<file path="config.mk">
export PLATFORM = sky130hd
export DESIGN_NAME = xcpt_entry_ctl
export DESIGN_NICKNAME = d
export VERILOG_FILES = /design/src/rtl/xcpt_pkg.sv /design/src/rtl/xcpt_timer.sv /design/src/rtl/xcpt_irq_gate.sv /design/src/rtl/xcpt_vector_sel.sv /design/src/rtl/xcpt_entry_ctl.sv
export SDC_FILE = /design/constraint.sdc
export NUM_CORES = 1
export LEC_CHECK = 0
export BUFFER_PORTS_ARGS = -buffer_cell sky130_fd_sc_hd__buf_2
export CAP_MARGIN = 10
export CORE_AREA = 2 2 186 133
export CTS_BUF_LIST = sky130_fd_sc_hd__clkbuf_2
export DETAILED_ROUTE_END_ITERATION = 10
export DIE_AREA = 0 0 188 135
export HOLD_SLACK_MARGIN = 0.15
export PLACE_DENSITY = 0.62
export SETUP_SLACK_MARGIN = 0.3
export SLEW_MARGIN = 30
export SYNTH_ARGS = -nofsm -noshare
export SYNTH_HDL_FRONTEND = slang
export SYNTH_SLANG_ARGS = --single-unit
export TNS_END_PERCENT = 100
</file>
<file path="constraint.sdc">
create_clock -name clk -period 6.4 [get_ports clk]
set_input_delay 0.32 -clock clk [delete_from_list [all_inputs] [get_ports clk]]
set_output_delay 0.32 -clock clk [all_outputs]
set_load 0.01 [all_outputs]
</file>
<file path="src/rtl/xcpt_pkg.sv">
package xcpt_pkg;

  // Register select codes on the software port
  typedef enum logic [2:0] {
    SEL_STATUS  = 3'd0,
    SEL_CAUSE   = 3'd1,
    SEL_EPC     = 3'd2,
    SEL_ERREPC  = 3'd3,
    SEL_COUNT   = 3'd4,
    SEL_COMPARE = 3'd5,
    SEL_LLBIT   = 3'd6,
    SEL_NONE    = 3'd7
  } csr_sel_e;

  // Status bit positions
  localparam int ST_IE     = 0;
  localparam int ST_EXL    = 1;
  localparam int ST_ERL    = 2;
  localparam int ST_KSU_LO = 3;
  localparam int ST_IM_LO  = 8;
  localparam int ST_BEV    = 22;

  // Cause bit positions
  localparam int CA_CODE_LO = 2;
  localparam int CA_IP_LO   = 8;
  localparam int CA_SW_W    = 2;
  localparam int CA_BD      = 31;

  localparam int IP_W   = 8;
  localparam int CODE_W = 5;
  localparam int EXT_W  = IP_W - 3;

  typedef struct packed {
    logic              bev;
    logic [IP_W-1:0]   im;
    logic [1:0]        ksu;
    logic              erl;
    logic              exl;
    logic              ie;
  } status_t;

endpackage

</file>
<file path="src/rtl/xcpt_timer.sv">
module xcpt_timer #(
  parameter int W = 32
) (
  input  logic         clk,
  input  logic         rst_n,
  input  logic         cnt_wr,
  input  logic         cmp_wr,
  input  logic [W-1:0] wdata,
  output logic [W-1:0] count_o,
  output logic [W-1:0] compare_o,
  output logic         hit_o
);

  logic [W-1:0] count_q, count_d;
  logic [W-1:0] compare_q, compare_d;
  logic         phase_q, phase_d;
  logic         hit_q, hit_d;
  logic         cmp_en;

  assign cmp_en = cmp_wr;

  always_comb begin
    count_d = count_q;
    phase_d = ~phase_q;
    if (cnt_wr) begin
      count_d = wdata;
      phase_d = 1'b0;
    end else if (phase_q) begin
      count_d = count_q + W'(1);
    end
  end

  always_comb begin
    compare_d = wdata;
    hit_d     = hit_q;
    if (cmp_wr)                     hit_d = 1'b0;
    else if (count_q == compare_q)  hit_d = 1'b1;
  end

  always_ff @(posedge clk or negedge rst_n) begin
    if (!rst_n) begin
      count_q   <= '0;
      phase_q   <= 1'b0;
      compare_q <= '1;
      hit_q     <= 1'b0;
    end else begin
      count_q <= count_d;
      phase_q <= phase_d;
      hit_q   <= hit_d;
      if (cmp_en) compare_q <= compare_d;
    end
  end

  assign count_o   = count_q;
  assign compare_o = compare_q;
  assign hit_o     = hit_q;

  p_cmp_clear_r9: assert property (@(posedge clk) disable iff (!rst_n)
    cmp_wr |=> !hit_o);

  p_match_sets_r8: assert property (@(posedge clk) disable iff (!rst_n)
    (!cmp_wr && count_q == compare_q) |=> hit_o);

  p_count_step_r8: assert property (@(posedge clk) disable iff (!rst_n)
    !cnt_wr |=> ((count_q - $past(count_q)) <= W'(1)));

endmodule

</file>
<file path="src/rtl/xcpt_irq_gate.sv">
module xcpt_irq_gate #(
  parameter int NEXT = 5,
  parameter int NSW  = 2,
  localparam int NIP = NEXT + NSW + 1
) (
  input  logic [NSW-1:0]  sw_ip,
  input  logic [NEXT-1:0] ext_irq,
  input  logic            timer_hit,
  input  logic [NIP-1:0]  im,
  input  logic            ie,
  input  logic            exl,
  input  logic            erl,
  output logic [NIP-1:0]  ip_o,
  output logic            take_o
);

  logic [NIP-1:0] masked;

  assign ip_o = {timer_hit, ext_irq, sw_ip};

  for (genvar i = 0; i < NIP; i++) begin : g_mask
    assign masked[i] = ip_o[i] & im[i];
  end

  assign take_o = ie & ~exl & ~erl & (|masked);

endmodule

</file>
<file path="src/rtl/xcpt_vector_sel.sv">
module xcpt_vector_sel #(
  parameter int W = 32,
  parameter logic [W-1:0] BASE_RUN  = W'(32'h8000_0000),
  parameter logic [W-1:0] BASE_BOOT = W'(32'hBFC0_0200),
  parameter logic [W-1:0] VEC_RST   = W'(32'hBFC0_0000)
) (
  input  logic         bev,
  input  logic         nmi,
  input  logic         tlb_miss,
  input  logic         xtlb_miss,
  input  logic         exl,
  output logic [W-1:0] vec_o
);

  localparam logic [W-1:0] OFF_REFILL  = '0;
  localparam logic [W-1:0] OFF_XREFILL = W'(32'h080);
  localparam logic [W-1:0] OFF_GENERAL = W'(32'h180);

  logic [W-1:0] base;
  logic [W-1:0] offset;

  always_comb begin
    base = bev ? BASE_BOOT : BASE_RUN;
    if (exl)            offset = OFF_GENERAL;
    else if (tlb_miss)  offset = OFF_REFILL;
    else if (xtlb_miss) offset = OFF_XREFILL;
    else                offset = OFF_GENERAL;
    vec_o = nmi ? VEC_RST : (base + offset);
  end

endmodule

</file>
<file path="src/rtl/xcpt_entry_ctl.sv">
module xcpt_entry_ctl
  import xcpt_pkg::*;
#(
  parameter int XLEN = 32
) (
  input  logic              clk,
  input  logic              rst_n,
  input  logic              exc_req,
  input  logic [4:0]        exc_code,
  input  logic              exc_tlb_miss,
  input  logic              exc_xtlb_miss,
  input  logic              nmi_req,
  input  logic              eret_req,
  input  logic [XLEN-1:0]   pc_in,
  input  logic              pc_in_delay,
  input  logic [4:0]        ext_irq,
  input  logic [2:0]        csr_sel,
  input  logic              csr_we,
  input  logic [XLEN-1:0]   csr_wdata,
  output logic [XLEN-1:0]   csr_rdata,
  output logic              redir_valid,
  output logic [XLEN-1:0]   redir_pc
);

  status_t             status_q, status_d;
  logic                bd_q, bd_d;
  logic [CODE_W-1:0]   code_q, code_d;
  logic [CA_SW_W-1:0]  sw_ip_q, sw_ip_d;
  logic [XLEN-1:0]     epc_q, epc_d;
  logic [XLEN-1:0]     errepc_q, errepc_d;
  logic                epc_en, errepc_en;
  logic                ll_q, ll_d;
  logic                redir_valid_q;
  logic [XLEN-1:0]     redir_pc_q, redir_pc_d;

  logic                ev_nmi, ev_exc, ev_eret, ev_irq, any_ev;
  logic                wr_ok;
  logic                irq_take;
  logic [IP_W-1:0]     ip_w;
  logic [XLEN-1:0]     count_w, compare_w, vec_w;
  logic                timer_hit;
  csr_sel_e            sel;

  assign sel = csr_sel_e'(csr_sel);

  // Event arbitration: NMI > exception > return > interrupt
  assign ev_nmi  = nmi_req;
  assign ev_exc  = exc_req  & ~nmi_req;
  assign ev_eret = eret_req & ~nmi_req & ~exc_req;
  assign ev_irq  = irq_take & ~nmi_req & ~exc_req & ~eret_req;
  assign any_ev  = ev_nmi | ev_exc | ev_eret | ev_irq;
  assign wr_ok   = csr_we & ~any_ev;

  xcpt_timer #(.W(XLEN)) u_timer (
    .clk       (clk),
    .rst_n     (rst_n),
    .cnt_wr    (wr_ok && sel == SEL_COUNT),
    .cmp_wr    (wr_ok && sel == SEL_COMPARE),
    .wdata     (csr_wdata),
    .count_o   (count_w),
    .compare_o (compare_w),
    .hit_o     (timer_hit)
  );

  xcpt_irq_gate #(.NEXT(EXT_W), .NSW(CA_SW_W)) u_gate (
    .sw_ip     (sw_ip_q),
    .ext_irq   (ext_irq),
    .timer_hit (timer_hit),
    .im        (status_q.im),
    .ie        (status_q.ie),
    .exl       (status_q.exl),
    .erl       (status_q.erl),
    .ip_o      (ip_w),
    .take_o    (irq_take)
  );

  xcpt_vector_sel #(.W(XLEN)) u_vec (
    .bev       (status_q.bev),
    .nmi       (ev_nmi),
    .tlb_miss  (ev_exc & exc_tlb_miss),
    .xtlb_miss (ev_exc & exc_xtlb_miss),
    .exl       (status_q.exl),
    .vec_o     (vec_w)
  );

  // Next-state logic
  always_comb begin
    status_d   = status_q;
    bd_d       = bd_q;
    code_d     = code_q;
    sw_ip_d    = sw_ip_q;
    epc_d      = epc_q;
    errepc_d   = errepc_q;
    ll_d       = ll_q;
    redir_pc_d = vec_w;

    if (wr_ok) begin
      unique case (sel)
        SEL_STATUS: begin
          status_d.bev = csr_wdata[ST_BEV];
          status_d.im  = csr_wdata[ST_IM_LO +: IP_W];
          status_d.ksu = csr_wdata[ST_KSU_LO +: 2];
          status_d.erl = csr_wdata[ST_ERL];
          status_d.exl = csr_wdata[ST_EXL];
          status_d.ie  = csr_wdata[ST_IE];
        end
        SEL_CAUSE:  sw_ip_d  = csr_wdata[CA_IP_LO +: CA_SW_W];
        SEL_EPC:    epc_d    = csr_wdata;
        SEL_ERREPC: errepc_d = csr_wdata;
        SEL_LLBIT:  ll_d     = csr_wdata[0];
        default: ;
      endcase
    end

    if (ev_nmi) begin
      status_d.erl = 1'b1;
      errepc_d     = pc_in;
    end else if (ev_exc || ev_irq) begin
      if (!status_q.exl) begin
        epc_d = pc_in_delay ? (pc_in - XLEN'(4)) : pc_in;
        bd_d  = pc_in_delay;
      end
      status_d.exl = 1'b1;
      code_d       = ev_irq ? '0 : exc_code;
    end else if (ev_eret) begin
      ll_d = 1'b0;
      if (status_q.erl) begin
        status_d.erl = 1'b0;
        redir_pc_d   = errepc_q;
      end else begin
        status_d.exl = 1'b0;
        redir_pc_d   = epc_q;
      end
    end
  end

  assign epc_en    = (epc_d != epc_q);
  assign errepc_en = (errepc_d != errepc_q);

  // State registers
  always_ff @(posedge clk or negedge rst_n) begin
    if (!rst_n) begin
      status_q      <= '{bev: 1'b1, im: '0, ksu: 2'b00, erl: 1'b1, exl: 1'b0, ie: 1'b0};
      bd_q          <= 1'b0;
      code_q        <= '0;
      sw_ip_q       <= '0;
      epc_q         <= '0;
      errepc_q      <= '0;
      ll_q          <= 1'b0;
      redir_valid_q <= 1'b0;
      redir_pc_q    <= '0;
    end else begin
      status_q      <= status_d;
      bd_q          <= bd_d;
      code_q        <= code_d;
      sw_ip_q       <= sw_ip_d;
      ll_q          <= ll_d;
      redir_valid_q <= any_ev;
      if (epc_en)    epc_q      <= epc_d;
      if (errepc_en) errepc_q   <= errepc_d;
      if (any_ev)    redir_pc_q <= redir_pc_d;
    end
  end

  // Read port
  always_comb begin
    csr_rdata = '0;
    unique case (sel)
      SEL_STATUS: begin
        csr_rdata[ST_BEV]               = status_q.bev;
        csr_rdata[ST_IM_LO +: IP_W]     = status_q.im;
        csr_rdata[ST_KSU_LO +: 2]       = status_q.ksu;
        csr_rdata[ST_ERL]               = status_q.erl;
        csr_rdata[ST_EXL]               = status_q.exl;
        csr_rdata[ST_IE]                = status_q.ie;
      end
      SEL_CAUSE: begin
        csr_rdata[CA_BD]                = bd_q;
        csr_rdata[CA_IP_LO +: IP_W]     = ip_w;
        csr_rdata[CA_CODE_LO +: CODE_W] = code_q;
      end
      SEL_EPC:     csr_rdata = epc_q;
      SEL_ERREPC:  csr_rdata = errepc_q;
      SEL_COUNT:   csr_rdata = count_w;
      SEL_COMPARE: csr_rdata = compare_w;
      SEL_LLBIT:   csr_rdata[0] = ll_q;
      default:     csr_rdata = '0;
    endcase
  end

  assign redir_valid = redir_valid_q;
  assign redir_pc    = redir_pc_q;

  // Assertions
  p_entry_sets_exl_r2: assert property (@(posedge clk) disable iff (!rst_n)
    ev_exc |=> status_q.exl && redir_valid_q && code_q == $past(exc_code));

  p_strobe_one_cycle_r2: assert property (@(posedge clk) disable iff (!rst_n)
    redir_valid_q && !any_ev |=> !redir_valid_q);

  p_nested_keeps_epc_r3: assert property (@(posedge clk) disable iff (!rst_n)
    (ev_exc || ev_irq) && status_q.exl |=> $stable(epc_q) && $stable(bd_q));

  p_irq_entry_r5: assert property (@(posedge clk) disable iff (!rst_n)
    ev_irq |=> redir_valid_q && code_q == '0 && status_q.exl);

  p_eret_target_r6: assert property (@(posedge clk) disable iff (!rst_n)
    ev_eret && !status_q.erl |=> redir_pc_q == $past(epc_q) && !status_q.exl);

  p_eret_clears_ll_r6: assert property (@(posedge clk) disable iff (!rst_n)
    ev_eret |=> !ll_q);

  p_nmi_vector_r7: assert property (@(posedge clk) disable iff (!rst_n)
    ev_nmi |=> redir_pc_q == XLEN'(32'hBFC0_0000) && status_q.erl && $stable(epc_q));

endmodule

</file>
==> impl_metrics.toml, run 1 <==
[pwr]
seqPwrFrac_pct = 52.8
internal_power_mw = 2.00
p_clk_share_pct = 22.4
switching_power_mw = 1.12
p_leak_nw = 5.60
vdd_drop_max_mv = 0.132
powerDensity_nw_per_um2 = 242
switching_share_pct = 35.8
comb_power_share_pct = 24.8

[placement]
placed_cell_area_sq_um = 11600
dp_hpwl_um = 24500
port-buffer-count = 150
gp_congestion = 0.901
dp.cells = 1468

[yosys]
ys_types = 65
yosys.area_share.simple_pct = 14.8
ys_ff_latch = 186
ys_top_cells_by_area = "dfrtp_1 36%, dfstp_2 8.5%, mux2i_1 8.4%"
synth_fa_ha_area_share_pct = 0.238
async_flop_share_pct = 100
synthFlopType = "dfrtp_1"
synth_top_area_cell = "dfrtp_1"
muxShareOfSynthArea_pct = 14.2
synth-xor-area-share_pct = 7.32
synth_fp_nets = 1145
yosys_warnings = 0
avgSynthCellArea_sq_um = 9.96
postSynthCellCount = 1057
ys_seq_area_share_pct = 44.6
synth_top_family_by_area = "simple AND/OR/NAND/NOR gates"
syn_area_sq_um = 10500
synth_top_area_share_pct = 36.1
synth-edff-count = 0
synth-compound-area-share_pct = 14.6

[global_routing]
antenna_found_initial = 1
grt_pass1_wl_um = 53700
grt_overflow = 0
first_global_vias = 9028
grt_use_total_pct = 28.0
grt_max_degree = 73

[setup_path]
arrival_ns = 3.92
rrSetupSlack_ns = 3.24
cp-endpoint = "errepc_q[31]"
cp-startpoint = "status_q[2]"
r2r-end = "errepc_q[31]"
start_kind = "flop"
crit-reg2reg-launch = "status_q[2]"
cp_max_fo = 38
critical_path_class = "flop to flop"
worst_setup_path_end_kind = "flop"
cp_data_required_time_ns = 7.16
rr_worst_depth = 7

[drt]
wl_per_cell_um = 22.0
dr.first_iter.drc_count = 863
drt_wl_total_um = 35200
vias = 9297
first_pass_iters = 5
drc = 0
vias_per_cell = 5.82
ant_nets = 0

[finish]
instances_no_fill = 1598
fillers = 2090
drive_gt1_share_pct = 24.2
area_delta_synth_final_pct = 22.0
post-route-util_pct = 54.8
design_area_sq_um = 12800
nets = 1354

[clocking]
cts_tree = "built"
cts_root_buf = "clkbuf_2"
postCtsSetupBuffers = 0
clk_path_buf_depth = 2
clk_latency_ns = 0.82
cts_made_buffers = 17
ctsHtreeMaxLevel = 4
cts.reportedPaths.clkPinSlew_ns = 0.32
clkSinkCount = 186

[hold_path]
hold_path_class = "input port to flop"

[die]
start_util_pct = 44.9
core_area_sq_um = 23500
die_x_um = 188
die_h_um = 135
rows = 47
pin_count = 151
dieArea_sq_um = 25400

[timing]
finalClockSkew_ns = 0.0490
fmax_mhz = 316
holdWs_ns = 0.212
final.setup.tns_ns = 0
max_slew_margin_pct = 29.7
rsz0062_at_grt = "false"
setup_viol = 0
finalHoldViolCount = 0
fin_crit_ns = 3.16
finalCritPeriodShare_pct = 49.4
drv_slew = 0
worstMarginPinSlew_ns = 1.05

[status]
status = "finished clean"

[job]
drv_cap = 0
## cells by family (layout without fill, tap and decap cells)
family | count (synthesis) | after routing
compound gates | 223 | 223
xor+xnor | 88 | 88
fa+ha+maj | 2 | 2
buf+inv | 107 | 329
flops | 186 | 186
mux | 143 | 143
other cells | 0 | 1
simple gates | 308 | 308
## how the worst min path moves through the flow
stage	start	end	slack, ns	cells past startpoint
2_1_floorplan	rst_n	bd_q	0.02	0
3_3_place_gp	rst_n	redir_pc[6]	0.40	1
3_5_place_dp	rst_n	redir_pc[6]	0.40	1
4_1_cts	eret_req	ll_q	0.17	3
5_1_grt	eret_req	epc_q[22]	0.16	4
6_report	eret_req	epc_q[22]	0.21	4
## synthesized netlist by cell type, types with 8 or more instances
library cell,instances
a211oi_1,8
a21o_1,10
a21oi_1,22
a22oi_1,73
and3_1,10
buf_1,8
buf_2,14
clkbuf_1,51
dfrtp_1,152
dfstp_2,34
inv_1,31
mux2_1,9
mux2_2,46
mux2i_1,88
nand2_1,144
nand3_1,29
nand4_1,22
nor2_1,30
nor3_1,14
nor4_1,10
o21ai_0,36
o21ai_1,21
o311ai_0,27
xnor2_1,62
xor2_1,26
## flip-flops by register name (all words and copies together), names as in the netlist
name	flops
u_timer.phase_q	1
errepc_q	32
u_timer.compare_o	32
sw_ip_q	2
bd_q	1
code_q	5
epc_q	32
u_timer.count_o	32
u_timer.hit_o	1
ll_q	1
redir_valid	1
status_q	14
redir_pc	32
## metrics by stage
stage | setup WS [ns] | power, mW
2_1_floorplan | 4.13 | 2.03
3_3_place_gp | 3.30 | 2.36
3_5_place_dp | 3.24 | 2.37
4_1_cts | 3.27 | 3.11
5_1_grt | 3.09 | 3.27
6_report | 3.24 | 3.11
## final cells by class
cell class	count	area [sq um]	share of cell area (%)
Timing Repair Buffer	265	1900	14.8
Multi-Input combinational cell	764	5460	42.5
Antenna cell	1	2.50	0.0195
Clock buffer	18	90.1	0.701
Tap cell	318	398	3.10
Clock inverter	14	185	1.44
Sequential cell	186	4700	36.6
Inverter	32	120	0.935
## per-layer routing
layer | wire [um] | part of all wire (%) | track usage (%)
met4 | 1100 | 3.1 | 9.45
met3 | 3220 | 9.2 | 6.89
met1 | 15500 | 44 | 39.2
met2 | 15400 | 44 | 42.6
met5 | 0 | 0 | 0
## placed cells by master, fill, tap and decap left out, types with 6 or more instances in the layout
cell type        n
nand3_1         29
nand4_1         22
buf_2          149
a21oi_1         21
o21ai_0         36
clkbuf_2        18
nor4_1          10
nand2_1        144
inv_1           31
mux2_2          46
xor2_1          26
nor2_1          29
mux2_1           9
dlygate4sd3_1   94
a211oi_1         8
dfrtp_1        152
and3_1          10
nor3_1          13
or3_1            7
buf_4           18
o21ai_1         21
a22oi_1         73
a21o_1          10
dfstp_2         34
xnor2_1         62
nor3_2           6
o311ai_0        27
mux2i_1         88
## worst max-delay path, cell delays in order (launching register included)
cell and delay, ns:
dfstp_2 0.58, buf_4 0.55, nor3b_2 0.26, a21oi_4 0.21
buf_4 0.30, mux2_2 0.37, mux2_2 0.26, dlygate4sd3_1 0.57
## timing repair
action                    4_1_cts  5_1_grt
resized for setup               0        0
hold endpoints to repair      236        0
hold buffers                   95        0
## power groups by stage
stage / Sequential [mW] / Combinational, mW / Clock [mW]
after floorplan: 1.57 / 0.464 / 0
after global placement: 1.66 / 0.699 / 0
after detailed placement: 1.66 / 0.710 / 0
after CTS: 1.64 / 0.763 / 0.706
after global routing: 1.67 / 0.842 / 0.753
final: 1.65 / 0.772 / 0.698
(Power assumes the default switching activity.)
==> run 2: changes to the inputs <==
Settings changed: PLACE_DENSITY 0.62 to 0.64.
Clock period 6.4 ns to 2.7 ns, I/O delays scaled along.
==> impl_metrics.toml, run 2 (synthesized netlist as in run 1, its figures left out) <==
[die]
die_h_um = 135
start_util_pct = 44.9
rows = 47
die_x_um = 188
pin_count = 151
core_area_sq_um = 23500
dieArea_sq_um = 25400

[clocking]
clk_latency_ns = 0.83
cts_root_buf = "clkbuf_2"
cts.reportedPaths.clkPinSlew_ns = 0.26
ctsHtreeMaxLevel = 4
cts_tree = "built"
clkSinkCount = 186
clk_path_buf_depth = 2
cts_made_buffers = 17

[setup_path]
rrSetupSlack_ns = 0.42
cp-startpoint = "status_q[2]"
critical_path_class = "flop to output pin"
crit_family = "flip-flops"
timing.critical_path.slowest_cell_delay_ns = 0.66
arrival_ns = 2.20
cp-endpoint = "csr_rdata[2]"
timing.critical_path.buf_inv = 2
critical_path_depth = 4
crit_chain = "buf_4 > a22oi_1 > nand3_1 > buf_2"
worst_setup_path_end_kind = "output pin"
r2r-end = "epc_q[0]"
crit_slowest_cell = "dfstp_2"
cp_data_required_time_ns = 2.57
start_kind = "flop"
rr_worst_depth = 7
crit-reg2reg-launch = "status_q[11]"
cp_max_fo = 18

[pwr]
comb_power_share_pct = 27.1
powerDensity_nw_per_um2 = 523
internal_power_mw = 4.74
switching_share_pct = 35.9
switching_power_mw = 2.65
vdd_drop_max_mv = 0.345
seqPwrFrac_pct = 52.9
p_clk_share_pct = 20.0
p_leak_nw = 6.14

[global_routing]
grt_overflow = 0
antenna_found_initial = 0
grt_pass1_wl_um = 58100
grt_max_degree = 85
grt_use_total_pct = 30.3
first_global_vias = 9925

[timing]
setup_viol = 0
rsz0062_at_grt = "false"
drv_slew = 0
worstMarginPinSlew_ns = 0.770
final.setup.tns_ns = 0
finalClockSkew_ns = 0.0326
max_slew_margin_pct = 48.5
fin_ws_ns = 0.369
finalCritPeriodShare_pct = 86.3
fin_crit_ns = 2.33
fmax_mhz = 429
finalHoldViolCount = 0

[drt]
dr_wl_met3_um = 3100
drt_wl_total_um = 38100
first_pass_iters = 6
wl_met2_um = 17400
vias_per_cell = 5.84
ant_nets = 0
drc = 0
vias = 10100
dr.first_iter.drc_count = 953
wl_per_cell_um = 22.0
top_layer = "met4"
wl_met1_um = 16200

[finish]
area_delta_synth_final_pct = 34.1
drive_gt1_share_pct = 24.1
final_common_cell = "dlygate4sd3_1"
design_area_sq_um = 14100
nets = 1483
antenna_cells = 0
layout_common_cells = "199 x dlygate4sd3_1, 151 x dfrtp_1, 149 x buf_2"

[status]
status = "finished clean"

[placement]
gp_congestion = 0.910
dp_slack_ns = 0.525
dp_hpwl_um = 25000
port-buffer-count = 150
placed_cell_area_sq_um = 11800

[job]
drv_cap = 0

[hold_path]
hold_path_class = "input port to flop"
## run 2: cell types whose count changed in the layout (fill, tap and decap cells not counted), moves of 2 or more
cell | before | now
dlygate4sd3_1 | 94 | 199
buf_4 | 18 | 37
buf_12 | 0 | 6
a22oi_1 | 73 | 70
a22oi_2 | 0 | 3
buf_16 | 2 | 0
clkinv_2 | 1 | 3
inv_6 | 5 | 3
inv_8 | 2 | 0
## run 2: how the worst min path moves through the flow
stage | startpoint | cells past startpoint | end
floorplan | rst_n | 0 | bd_q
global placement | rst_n | 1 | redir_pc[4]
CTS | pc_in[25] | 4 | epc_q[25]
finish | csr_wdata[5] | 4 | errepc_q[5]
global route | csr_wdata[5] | 3 | u_timer.compare_o[5]
detailed placement | rst_n | 1 | redir_pc[4]
## run 2: cell type report
type / count / area (sq um)
Clock buffer: 18 / 90.1
Tap cell: 318 / 398
Sequential cell: 186 / 4700
Multi-Input combinational cell: 764 / 5500
Clock inverter: 14 / 145
Inverter: 32 / 120
Timing Repair Buffer: 394 / 3170
Fill cell: 2023 / 9340
## run 2: per-layer routing
layer | global-route usage, % | vias up
met5 | 0 | -
met4 | 12.4 | 0
met3 | 6.55 | 81
met2 | 48.6 | 472
met1 | 40.0 | 5029
li1 | - | 4498
## run 2: through the flow
| step | std cells | total power, mW | utilization, % | hold slack, ns |
|---|---|---|---|---|
| detailed placement | 1488 | 5.63 | 50.1 | 0.241 |
| floorplan | 1057 | 4.82 | - | -0.161 |
| CTS | 1718 | 7.33 | 59.6 | 0.150 |
| global placement | 1488 | 5.59 | 50.1 | 0.240 |
| finish | 1726 | 7.39 | 60.2 | 0.195 |
| global route | 1726 | 7.74 | 60.2 | 0.164 |
## run 2: power groups by stage
stage | Sequential (mW) | Combinational [mW] | Clock (mW)
6_report | 3.91 | 2.00 | 1.48
5_1_grt | 3.97 | 2.17 | 1.61
4_1_cts | 3.88 | 1.95 | 1.51
3_5_place_dp | 3.92 | 1.71 | 0
3_3_place_gp | 3.91 | 1.68 | 0
2_1_floorplan | 3.72 | 1.10 | 0
## run 2: what timing repair did
item,CTS,global route
setup buffers,0,7
setup endpoints to repair,0,31
hold endpoints to repair,371,1
resized for setup,0,11
hold buffers,198,1
## run 2: worst register-to-register path, cell delays in order (launching register included)
cell	delay, ns
dfrtp_1	0.47
a22oi_2	0.22
nand4_1	0.11
buf_4	0.19
a31oi_4	0.43
nor2_1	0.09
dlygate4sd3_1	0.59
a21oi_1	0.11
==> run 3: changes to the inputs <==
--- a/config.mk
+++ b/config.mk
@@ -7,5 +7,4 @@
 export LEC_CHECK = 0
 export BUFFER_PORTS_ARGS = -buffer_cell sky130_fd_sc_hd__buf_2
-export CAP_MARGIN = 10
 export CORE_AREA = 2 2 186 133
 export CTS_BUF_LIST = sky130_fd_sc_hd__clkbuf_2
@@ -13,5 +12,5 @@
 export DIE_AREA = 0 0 188 135
 export HOLD_SLACK_MARGIN = 0.15
-export PLACE_DENSITY = 0.64
+export PLACE_DENSITY = 0.62
 export SETUP_SLACK_MARGIN = 0.3
 export SLEW_MARGIN = 30
==> constraint.sdc (replaced) <==
create_clock -name clk -period 2.95 [get_ports clk]
set_input_delay 0.1475 -clock clk [delete_from_list [all_inputs] [get_ports clk]]
set_output_delay 0.1475 -clock clk [all_outputs]
set_load 0.005 [all_outputs]
==> impl_metrics.toml, run 3 (synthesized netlist as in run 1, its figures left out) <==
[drt]
wl_per_cell_um = 22.4
first_pass_iters = 6
ant_nets = 0
drt_wl_total_um = 38900
drc = 0
vias = 10100
vias_per_cell = 5.83
dr.first_iter.drc_count = 949

[setup_path]
worst_setup_path_end_kind = "flop"
cp_data_required_time_ns = 3.78
cp_max_fo = 4
start_kind = "input port"
rr_worst_depth = 8
arrival_ns = 3.59
critical_path_class = "input port to flop"
r2r-end = "epc_q[14]"
crit-reg2reg-launch = "status_q[8]"
rrSetupSlack_ns = 0.34

[timing]
fin_crit_ns = 2.76
max_slew_margin_pct = 43.4
final.setup.tns_ns = 0
rsz0062_at_grt = "true"
finalClockSkew_ns = 0.0572
finalHoldViolCount = 0
holdWs_ns = 0.195
setup_viol = 0
worstMarginPinSlew_ns = 0.845
drv_slew = 0
fmax_mhz = 363
finalCritPeriodShare_pct = 93.5

[finish]
drive_gt1_share_pct = 23.6
instances_no_fill = 1738
post-route-util_pct = 60.8
final_common_cell = "dlygate4sd3_1"
fillers = 1994
area_delta_synth_final_pct = 35.4
nets = 1493
layout_common_cells = "214 x dlygate4sd3_1, 152 x dfrtp_1, 149 x buf_2"

[pwr]
p_clk_share_pct = 21.9
seqPwrFrac_pct = 51.7
switching_power_mw = 2.46
comb_power_share_pct = 26.4
powerDensity_nw_per_um2 = 485
switching_share_pct = 35.6
vdd_drop_max_mv = 0.254
internal_power_mw = 4.46
p_leak_nw = 6.19
total_power_mw = 6.92

[die]
pin_count = 151
start_util_pct = 44.9
die_x_um = 188
dieArea_sq_um = 25400
rows = 47
die_h_um = 135
core_area_sq_um = 23500

[global_routing]
top_usage_layer = "met2"
antenna_found_initial = 1
first_global_vias = 9930
use_met3_pct = 6.68
grt_max_degree = 69
grt_overflow = 0
grt_use_total_pct = 31.0
grt_pass1_wl_um = 59000
grt_util_met1_pct = 40.8
use_met2_pct = 49.3

[clocking]
cts_made_buffers = 17
cts.reportedPaths.clkPinSlew_ns = 0.34
clk_path_buf_depth = 2
ctsHtreeMaxLevel = 4
clkSinkCount = 186
clk_latency_ns = 0.83
cts_tree = "built"
cts_root_buf = "clkbuf_2"

[placement]
dp.cells = 1485
gp_congestion = 0.894
dp_hpwl_um = 24700
port-buffer-count = 150

[hold_path]
min_to = "epc_q[16]"
hold_path_class = "input port to flop"
min_from = "csr_wdata[16]"
whs_path_depth = 4

[job]
drv_cap = 0

[status]
status = "finished clean"
run 3: changes by cell type in the layout (fill, tap and decap cells not counted), moves of 2 or more:
cell	before	now
a22oi_1	70	72
a22oi_2	3	1
buf_12	6	4
buf_4	37	32
clkinv_2	3	1
diode_2	0	2
dlygate4sd3_1	199	214
inv_8	0	3
run 3: critical path, cell delays in order:
cell and delay [ns]:
dlygate4sd3_1 0.58, buf_2 0.18, nor4_1 0.51, nand3_2 0.29, or3_1 0.38, dlygate4sd3_1 0.59, xor2_1 0.15, mux2i_1 0.16
dlygate4sd3_1 0.61
run 3: per-layer routing:
metal / routed length (um) / share of wire (%)
met3: 3430 / 8.8
met2: 17700 / 46
met4: 1690 / 4.3
met1: 16000 / 41
met5: 0 / 0
run 3: area by class of cell:
class / count / area [sq um] / share of cell area, %
multi-input combinational: 764 / 5460 / 38.3
clock buffer: 18 / 90.1 / 0.632
tap: 318 / 398 / 2.79
antenna: 2 / 5.00 / 0.0351
clock inverter: 14 / 186 / 1.31
inverter: 32 / 120 / 0.843
sequential: 186 / 4700 / 32.9
timing repair buffer: 404 / 3300 / 23.1
run 3: power groups by stage:
stage / Sequential [mW] / Clock (mW) / Combinational [mW]
CTS: 3.56 / 1.54 / 1.77
detailed placement: 3.61 / 0 / 1.52
finish: 3.58 / 1.51 / 1.83
floorplan: 3.40 / 0 / 0.981
global placement: 3.60 / 0 / 1.50
global route: 3.64 / 1.63 / 1.98
run 3: metrics by stage:
step / worst slack (ns) / area, sq um
global route: 0.181 / 14300
detailed placement: 0.739 / 11700
finish: 0.193 / 14300
floorplan: 0.680 / 10500
global placement: 0.738 / 11700
CTS: 0.311 / 14200
run 3: worst max path at each step:
stage               depth (start not counted)                    end               start  slack [ns]
floorplan                                   7  u_timer.compare_o[10]         status_q[2]        0.68
global placement                            7    u_timer.count_o[18]  u_timer.count_o[0]        0.74
detailed placement                          6              epc_q[17]         status_q[8]        0.74
CTS                                         9          csr_rdata[31]          csr_sel[1]        0.31
global route                                9              epc_q[14]            pc_in[9]        0.18
finish                                      9              epc_q[14]            pc_in[9]        0.19
run 3: timing repair:
item                                   CTS  global route
endpoints found under the hold margin  368             0
gates resized for setup                  0             7
setup endpoints to repair                0            33
hold buffers                           215             0
buffers inserted                         0             3
